--- src/rtl/eag_pkg.sv ---
// Package: shared widths and code points of the effective address generator.
// Assumes 3-bit mode, register-id and segment codes.
package eag_pkg;
    localparam int EA_W      = 32;  // widest offset
    localparam int EA_NW     = 16;  // narrow offset
    localparam int EA_SCW    = 2;   // scale code width
    localparam int EA_DSW    = 8;   // short displacement width
    localparam int EA_MODE_W = 3;
    localparam int EA_RID_W  = 3;
    localparam int EA_SEG_W  = 3;

    localparam int MODE_DIRECT   = 0;
    localparam int MODE_REGIND   = 1;
    localparam int MODE_BASED    = 2;
    localparam int MODE_INDEXED  = 3;
    localparam int MODE_BASEIDX  = 4;
    localparam int MODE_BASEIDXD = 5;

    localparam int RID_SP = 4;
    localparam int RID_BP = 5;

    localparam int SEG_SS = 2;
    localparam int SEG_DS = 3;
endpackage

--- src/rtl/eag_terms.sv ---
// Term selector: decodes the mode and produces the three addends already
// extended, scaled and masked to the active width. Unused terms are zero.
// Assumes unknown mode codes act as displacement-only.
module eag_terms
    import eag_pkg::*;
#(
    parameter int AW  = EA_W,
    parameter int NW  = EA_NW,
    parameter int SCW = EA_SCW,
    parameter int DSW = EA_DSW,
    parameter int MW  = EA_MODE_W
) (
    input  logic [MW-1:0]  mode,
    input  logic           wide,
    input  logic [AW-1:0]  base_val,
    input  logic [AW-1:0]  index_val,
    input  logic [AW-1:0]  disp,
    input  logic           disp_short,
    input  logic [SCW-1:0] scale,
    output logic [AW-1:0]  base_t,
    output logic [AW-1:0]  index_t,
    output logic [AW-1:0]  disp_t,
    output logic           uses_base
);
    localparam int NSH = 1 << SCW;
    localparam logic [AW-1:0] NARROW_MASK = {{(AW-NW){1'b0}}, {NW{1'b1}}};

    logic          use_b, use_i, use_d;
    logic [AW-1:0] mask;
    logic [AW-1:0] disp_ext;
    logic [SCW-1:0] eff_scale;
    logic [AW-1:0] shifted [NSH];

    // Decode which terms the mode adds.
    always_comb begin
        use_b = 1'b0;
        use_i = 1'b0;
        use_d = 1'b0;
        case (int'(mode))
            MODE_REGIND:   use_b = 1'b1;
            MODE_BASED:    begin use_b = 1'b1; use_d = 1'b1; end
            MODE_INDEXED:  begin use_i = 1'b1; use_d = 1'b1; end
            MODE_BASEIDX:  begin use_b = 1'b1; use_i = 1'b1; end
            MODE_BASEIDXD: begin use_b = 1'b1; use_i = 1'b1; use_d = 1'b1; end
            default:       use_d = 1'b1;
        endcase
    end

    // Pre-shifted index copies, one per scale code.
    for (genvar g = 0; g < NSH; g++) begin : g_shift
        assign shifted[g] = index_val << g;
    end

    // Width mask, displacement extension and scale choice.
    always_comb begin
        mask      = wide ? {AW{1'b1}} : NARROW_MASK;
        disp_ext  = disp_short ? {{(AW-DSW){disp[DSW-1]}}, disp[DSW-1:0]} : disp;
        eff_scale = wide ? scale : '0;
    end

    // Gate and mask each addend.
    always_comb begin
        base_t    = use_b ? (base_val & mask) : '0;
        index_t   = use_i ? (shifted[eff_scale] & mask) : '0;
        disp_t    = use_d ? (disp_ext & mask) : '0;
        uses_base = use_b;
    end
endmodule

--- src/rtl/eag_sum.sv ---
// Three-input offset adder. The carry above the active width is dropped.
// Assumes the addends are already masked to the active width.
module eag_sum
    import eag_pkg::*;
#(
    parameter int AW = EA_W,
    parameter int NW = EA_NW
) (
    input  logic          wide,
    input  logic [AW-1:0] a,
    input  logic [AW-1:0] b,
    input  logic [AW-1:0] c,
    output logic [AW-1:0] sum
);
    localparam logic [AW-1:0] NARROW_MASK = {{(AW-NW){1'b0}}, {NW{1'b1}}};

    logic [AW-1:0] raw;

    // Add at full width, then clip to the active width.
    always_comb begin
        raw = a + b + c;
        sum = wide ? raw : (raw & NARROW_MASK);
    end
endmodule

--- src/rtl/eag_seg.sv ---
// Segment chooser: the stack segment for stack-pointer-class bases, the data
// segment otherwise, or the override when it is enabled.
// Assumes register ids follow the accumulator-first numbering.
module eag_seg
    import eag_pkg::*;
#(
    parameter int RIW = EA_RID_W,
    parameter int SW  = EA_SEG_W
) (
    input  logic           uses_base,
    input  logic           wide,
    input  logic [RIW-1:0] base_id,
    input  logic           ovr_en,
    input  logic [SW-1:0]  ovr_seg,
    output logic [SW-1:0]  seg
);
    logic stack_base;

    // Pick the default segment, then apply any override.
    always_comb begin
        stack_base = uses_base &&
                     ((base_id == RIW'(RID_BP)) || (wide && base_id == RIW'(RID_SP)));
        if (ovr_en)
            seg = ovr_seg;
        else if (stack_base)
            seg = SW'(SEG_SS);
        else
            seg = SW'(SEG_DS);
    end
endmodule

--- src/rtl/eaddr_gen.sv ---
// Top of the effective address generator: term selection, addition and
// segment choice feed one output register stage with a valid flag.
// Assumes the register values arrive together with in_valid.
module eaddr_gen
    import eag_pkg::*;
#(
    parameter int AW  = EA_W,
    parameter int NW  = EA_NW,
    parameter int SCW = EA_SCW,
    parameter int DSW = EA_DSW,
    parameter int MW  = EA_MODE_W,
    parameter int RIW = EA_RID_W,
    parameter int SW  = EA_SEG_W
) (
    input  logic           clk,
    input  logic           rst_n,
    input  logic           in_valid,
    input  logic           in_wide,
    input  logic [MW-1:0]  in_mode,
    input  logic [RIW-1:0] in_base_id,
    input  logic [AW-1:0]  in_base,
    input  logic [AW-1:0]  in_index,
    input  logic [AW-1:0]  in_disp,
    input  logic           in_disp8,
    input  logic [SCW-1:0] in_scale,
    input  logic           in_ovr_en,
    input  logic [SW-1:0]  in_ovr_seg,
    output logic           out_valid,
    output logic [AW-1:0]  out_offset,
    output logic [SW-1:0]  out_seg,
    output logic           out_wide
);
    logic [AW-1:0] base_t, index_t, disp_t, sum;
    logic          uses_base;
    logic [SW-1:0] seg;

    eag_terms #(.AW(AW), .NW(NW), .SCW(SCW), .DSW(DSW), .MW(MW)) u_terms (
        .mode       (in_mode),
        .wide       (in_wide),
        .base_val   (in_base),
        .index_val  (in_index),
        .disp       (in_disp),
        .disp_short (in_disp8),
        .scale      (in_scale),
        .base_t     (base_t),
        .index_t    (index_t),
        .disp_t     (disp_t),
        .uses_base  (uses_base)
    );

    eag_sum #(.AW(AW), .NW(NW)) u_sum (
        .wide (in_wide),
        .a    (base_t),
        .b    (index_t),
        .c    (disp_t),
        .sum  (sum)
    );

    eag_seg #(.RIW(RIW), .SW(SW)) u_seg (
        .uses_base (uses_base),
        .wide      (in_wide),
        .base_id   (in_base_id),
        .ovr_en    (in_ovr_en),
        .ovr_seg   (in_ovr_seg),
        .seg       (seg)
    );

    // Valid flag: follows the strobe one cycle later and is cleared by reset.
    always_ff @(posedge clk) begin
        if (!rst_n)
            out_valid <= 1'b0;
        else
            out_valid <= in_valid;
    end

    // Result register: loads only on an accepted request.
    always_ff @(posedge clk) begin
        if (!rst_n) begin
            out_offset <= '0;
            out_seg    <= SW'(SEG_DS);
            out_wide   <= 1'b0;
        end else if (in_valid) begin
            out_offset <= sum;
            out_seg    <= seg;
            out_wide   <= in_wide;
        end
    end

    // the output valid tracks the strobe with one cycle of delay.
    p_valid_follow_r8: assert property (@(posedge clk) disable iff (!rst_n)
        in_valid |=> out_valid);
    p_valid_idle_r8: assert property (@(posedge clk) disable iff (!rst_n)
        !in_valid |=> (!out_valid && $stable(out_offset) && $stable(out_seg)));

    // reset empties the output stage.
    p_reset_clear_r9: assert property (@(posedge clk)
        !rst_n |=> !out_valid);

    // the override reaches the segment output.
    p_override_r7: assert property (@(posedge clk) disable iff (!rst_n)
        (in_valid && in_ovr_en) |=> (out_seg == $past(in_ovr_seg)));

    // a narrow result never carries bits above the narrow width.
    p_narrow_high_r3: assert property (@(posedge clk) disable iff (!rst_n)
        (out_valid && !out_wide) |-> (out_offset[AW-1:NW] == '0));

    // in narrow width the index term is the raw, unscaled low index.
    p_narrow_unscaled_r5: assert property (@(posedge clk) disable iff (!rst_n)
        (in_valid && !in_wide && int'(in_mode) == MODE_INDEXED)
        |-> (index_t == {{(AW-NW){1'b0}}, in_index[NW-1:0]}));

    // direct mode contributes neither base nor index.
    p_direct_terms_r1: assert property (@(posedge clk) disable iff (!rst_n)
        (in_valid && int'(in_mode) == MODE_DIRECT) |-> (base_t == '0 && index_t == '0));
endmodule

--- config.mk ---
export PLATFORM = sky130hd
export DESIGN_NAME = eaddr_gen
export DESIGN_NICKNAME = d
export VERILOG_FILES = /design/src/rtl/eag_pkg.sv /design/src/rtl/eag_terms.sv /design/src/rtl/eag_sum.sv /design/src/rtl/eag_seg.sv /design/src/rtl/eaddr_gen.sv
export SDC_FILE = /design/constraint.sdc
export NUM_CORES = 1
export LEC_CHECK = 0
export ABC_AREA = 1
export BUFFER_PORTS_ARGS = -buffer_cell sky130_fd_sc_hd__buf_2
export CAP_MARGIN = 20
export CORE_MARGIN = 3
export CORE_UTILIZATION = 35
export CTS_BUF_LIST = sky130_fd_sc_hd__clkbuf_8
export CTS_CLUSTER_DIAMETER = 150
export DETAILED_ROUTE_END_ITERATION = 10
export HOLD_SLACK_MARGIN = 0.02
export SYNTH_ARGS = -nofsm -noshare
export SYNTH_HDL_FRONTEND = slang
export SYNTH_SLANG_ARGS = --single-unit
export TNS_END_PERCENT = 20
--- constraint.sdc ---
create_clock -name clk -period 4.1 [get_ports clk]
set_input_delay 0.205 -clock clk [delete_from_list [all_inputs] [get_ports clk]]
set_output_delay 0.205 -clock clk [all_outputs]
set_load 0.02 [all_outputs]
==> flow_summary.json <==
{
  "grt_pass1_wl_um": 29790,
  "wl_per_cell_um": 13.99,
  "dp.final_hpwl_um": 15870,
  "core_area_mm2": 0.01548,
  "worstPathRequired_ps": 4250,
  "power_density_mw_per_mm2": 249.4,
  "slew_viol_final": 0,
  "nets": 1283,
  "clock_skew_ps": 0,
  "end_kind": "flip-flop",
  "synth_fp_nets": 1147,
  "cts_tree": "built",
  "netlist_area_mm2": 0.005630,
  "path_cells": "buf_2, nand2_4, buf_4, nand2_1, o21ai_0, nand2_1, nand3_1, fa_1, inv_1, ha_1, a21oi_1, o21ai_0, inv_1, nand2_1, a21oi_1, nand3_1, nand3_1, a21oi_1",
  "fin_crit_sh": 0.8108,
  "fp.dieH_um": 132.8,
  "firstDrtPassIters": 5,
  "first_global_vias": 6070,
  "cts_setup_buffers": 0,
  "finalInstanceArea_mm2": 0.006673,
  "ant_nets": 0,
  "instances_no_fill": 1321,
  "grt-ovfl-total": 0,
  "h-tree-depth": 2,
  "synth_edf_count": 0,
  "place.port_buffers": 149,
  "cts_resized": 0,
  "drt_iter0_markers": 375,
  "fill_cells": 1749,
  "multi_input_area_mm2": 0.004151,
  "power_leakage_nw": 3.937,
  "drive_gt1_frac": 0.1767,
  "slew-limit-headroom": 0.3247,
  "setup_viol": 0,
  "regArea_um2": 740.7,
  "ir_drop_mv": 0.1332,
  "crit_type": "input port to flip-flop",
  "synth_area_per_cell_um2": 5.793,
  "ys_ff_latch": 37,
  "numCtsBuffers": 5,
  "grt_start_max_net_pins": 34,
  "initial_utilization": 0.3636,
  "yosysWarningCount": 0,
  "max_freq_mhz": 300.8,
  "synthDistinctLibCells": 40,
  "clkSinkCount": 37,
  "syn_inst": 972,
  "place_inst": 1312,
  "setup_tns_ps": 0,
  "area_growth_pct": 18.51,
  "crit_slowest_cell": "fa_1",
  "grt_usage": 0.2062,
  "place_area_mm2": 0.006579,
  "maxCapViolCount": 0,
  "fin_crit_ps": 3324,
  "die_w_um": 132.8,
  "pin_count": 150,
  "post-route-util": 0.4309,
  "hold_class": "input port to flip-flop",
  "gp_congestion": 0.9494,
  "finalWirelength_um": 18490,
  "crit_fanout": 25,
  "clockRootBuffer": "clkbuf_8",
  "worstSetupStartpointType": "input port",
  "remaining_drc_errors": 0,
  "yosysSeqAreaShare": 0.1316,
  "status": "complete, no violations",
  "cp_slowest_stage_delay_ps": 520,
  "clk_latency_ps": 300,
  "vias_per_cell": 4.802,
  "finalHoldViolCount": 0,
  "vias": 6344,
  "tightest_slew_ps": 1012,
  "antenna_found_initial": 1,
  "placementRows": 45,
  "die_area_mm2": 0.01765,
  "clkTransAtPathRegs_ps": 80,
  "clockBufferDepth": 2,
  "hold_buffers": 0,
  "async_flop_share": 0,
  "synth_ff_type": "dfxtp_1",
  "cp.arrival_ps": 3480,
  "rsz0062_at_grt": "false"
}
[registers in the layout (all words and copies together), names as in the netlist]
signal      count
out_offset     32
out_seg         3
out_valid       1
out_wide        1
[synth_stat cells (5+ instances only)]
library cell / instances / area [um2]
nand2_1: 351 / 1318
inv_1: 151 / 566.8
nor2_1: 77 / 289.0
nand3_1: 64 / 320.3
a21oi_1: 51 / 255.2
o21ai_0: 50 / 250.2
dfxtp_1: 37 / 740.7
fa_1: 32 / 640.6
ha_1: 30 / 375.4
clkbuf_1: 16 / 60.06
nand2_2: 10 / 62.56
o211ai_1: 10 / 75.07
mux2i_1: 9 / 90.09
buf_2: 8 / 40.04
nand3b_1: 6 / 45.04
nand4_1: 6 / 37.54
xnor2_1: 6 / 52.55
xor2_1: 6 / 52.55
a31oi_1: 5 / 31.28
inv_2: 5 / 18.77
nand3_2: 5 / 50.05
nor3_1: 5 / 25.02
[through the flow]
step           hold slack (ps)  setup slack [ps]  total power, W
2_1_floorplan            343.3              1095        0.001098
3_3_place_gp             440.9             552.6        0.001403
3_5_place_dp             449.3             543.1        0.001403
4_1_cts                  136.1             852.7        0.001672
5_1_grt                  159.5             467.8        0.001818
6_report                 140.7             775.6        0.001664
[worst max-delay path, delay by kind of cell]
kind / cells / cell delay [ps]
buffers and inverters: 4 / 620
and+or+nand+nor: 7 / 780
AOI/OAI and AO/OA: 5 / 950
adders and majority gates: 2 / 910
[cell type report]
cell class                      instances  share of cell area
Antenna cell                            1           0.0003750
Timing Repair Buffer                  159              0.1249
Tap cell                              211             0.03956
Inverter                              157             0.08832
Clock buffer                            5             0.01031
Clock inverter                          3            0.003375
Sequential cell                        37              0.1110
Multi-Input combinational cell        748              0.6222
[routing by layer]
layer  up-vias  track usage  routed length, um
met4         0      0.05427                419
met1      2806       0.2983               8992
met3        23      0.01787               1182
met5         -            0                  0
met2       220       0.3301               7892
li1       3295            -                  -
[path summary, 6_finish.rpt]
path | cells after the start | slack [ps] | startpoint | endpoint
max | 18 | 780 | in_wide | out_offset[28]
min | 3 | 140 | in_ovr_seg[1] | out_seg[1]
max reg2reg | 2 | 3380 | out_offset[23] | out_offset[23]
min reg2reg | 2 | 460 | out_wide | out_wide
[logic make-up (layout without fill, tap and decap cells)]
| kind of cell | Yosys count | after routing | share of synthesized area |
|---|---|---|---|
| compound gates | 126 | 126 | 0.1209 |
| xor+xnor | 12 | 12 | 0.01867 |
| fa+ha+maj | 62 | 62 | 0.1804 |
| buf+inv | 187 | 324 | 0.1311 |
| flops | 37 | 37 | 0.1316 |
| mux | 9 | 9 | 0.01600 |
| other cells | 0 | 1 | 0 |
| simple gates | 539 | 539 | 0.4013 |
[report_power, final]
group          internal, W  total (W)  switching (W)
clock             0.000119   0.000263       0.000144
combinational     0.000347   0.000985       0.000638
sequential        0.000397   0.000416      0.0000182
[layout by cell type, fill, tap and decap left out, types with 6 or more instances in the layout]
cell type,synthesis,layout
nand2_1,351,351
inv_1,151,151
buf_2,8,149
nor2_1,77,77
nand3_1,64,64
a21oi_1,51,51
o21ai_0,50,50
dfxtp_1,37,37
fa_1,32,32
ha_1,30,30
nand2_2,10,10
o211ai_1,10,10
mux2i_1,9,9
buf_4,1,9
nand3b_1,6,6
nand4_1,6,6
xnor2_1,6,6
xor2_1,6,6
Note: power is estimated with default switching activity, not from simulation.
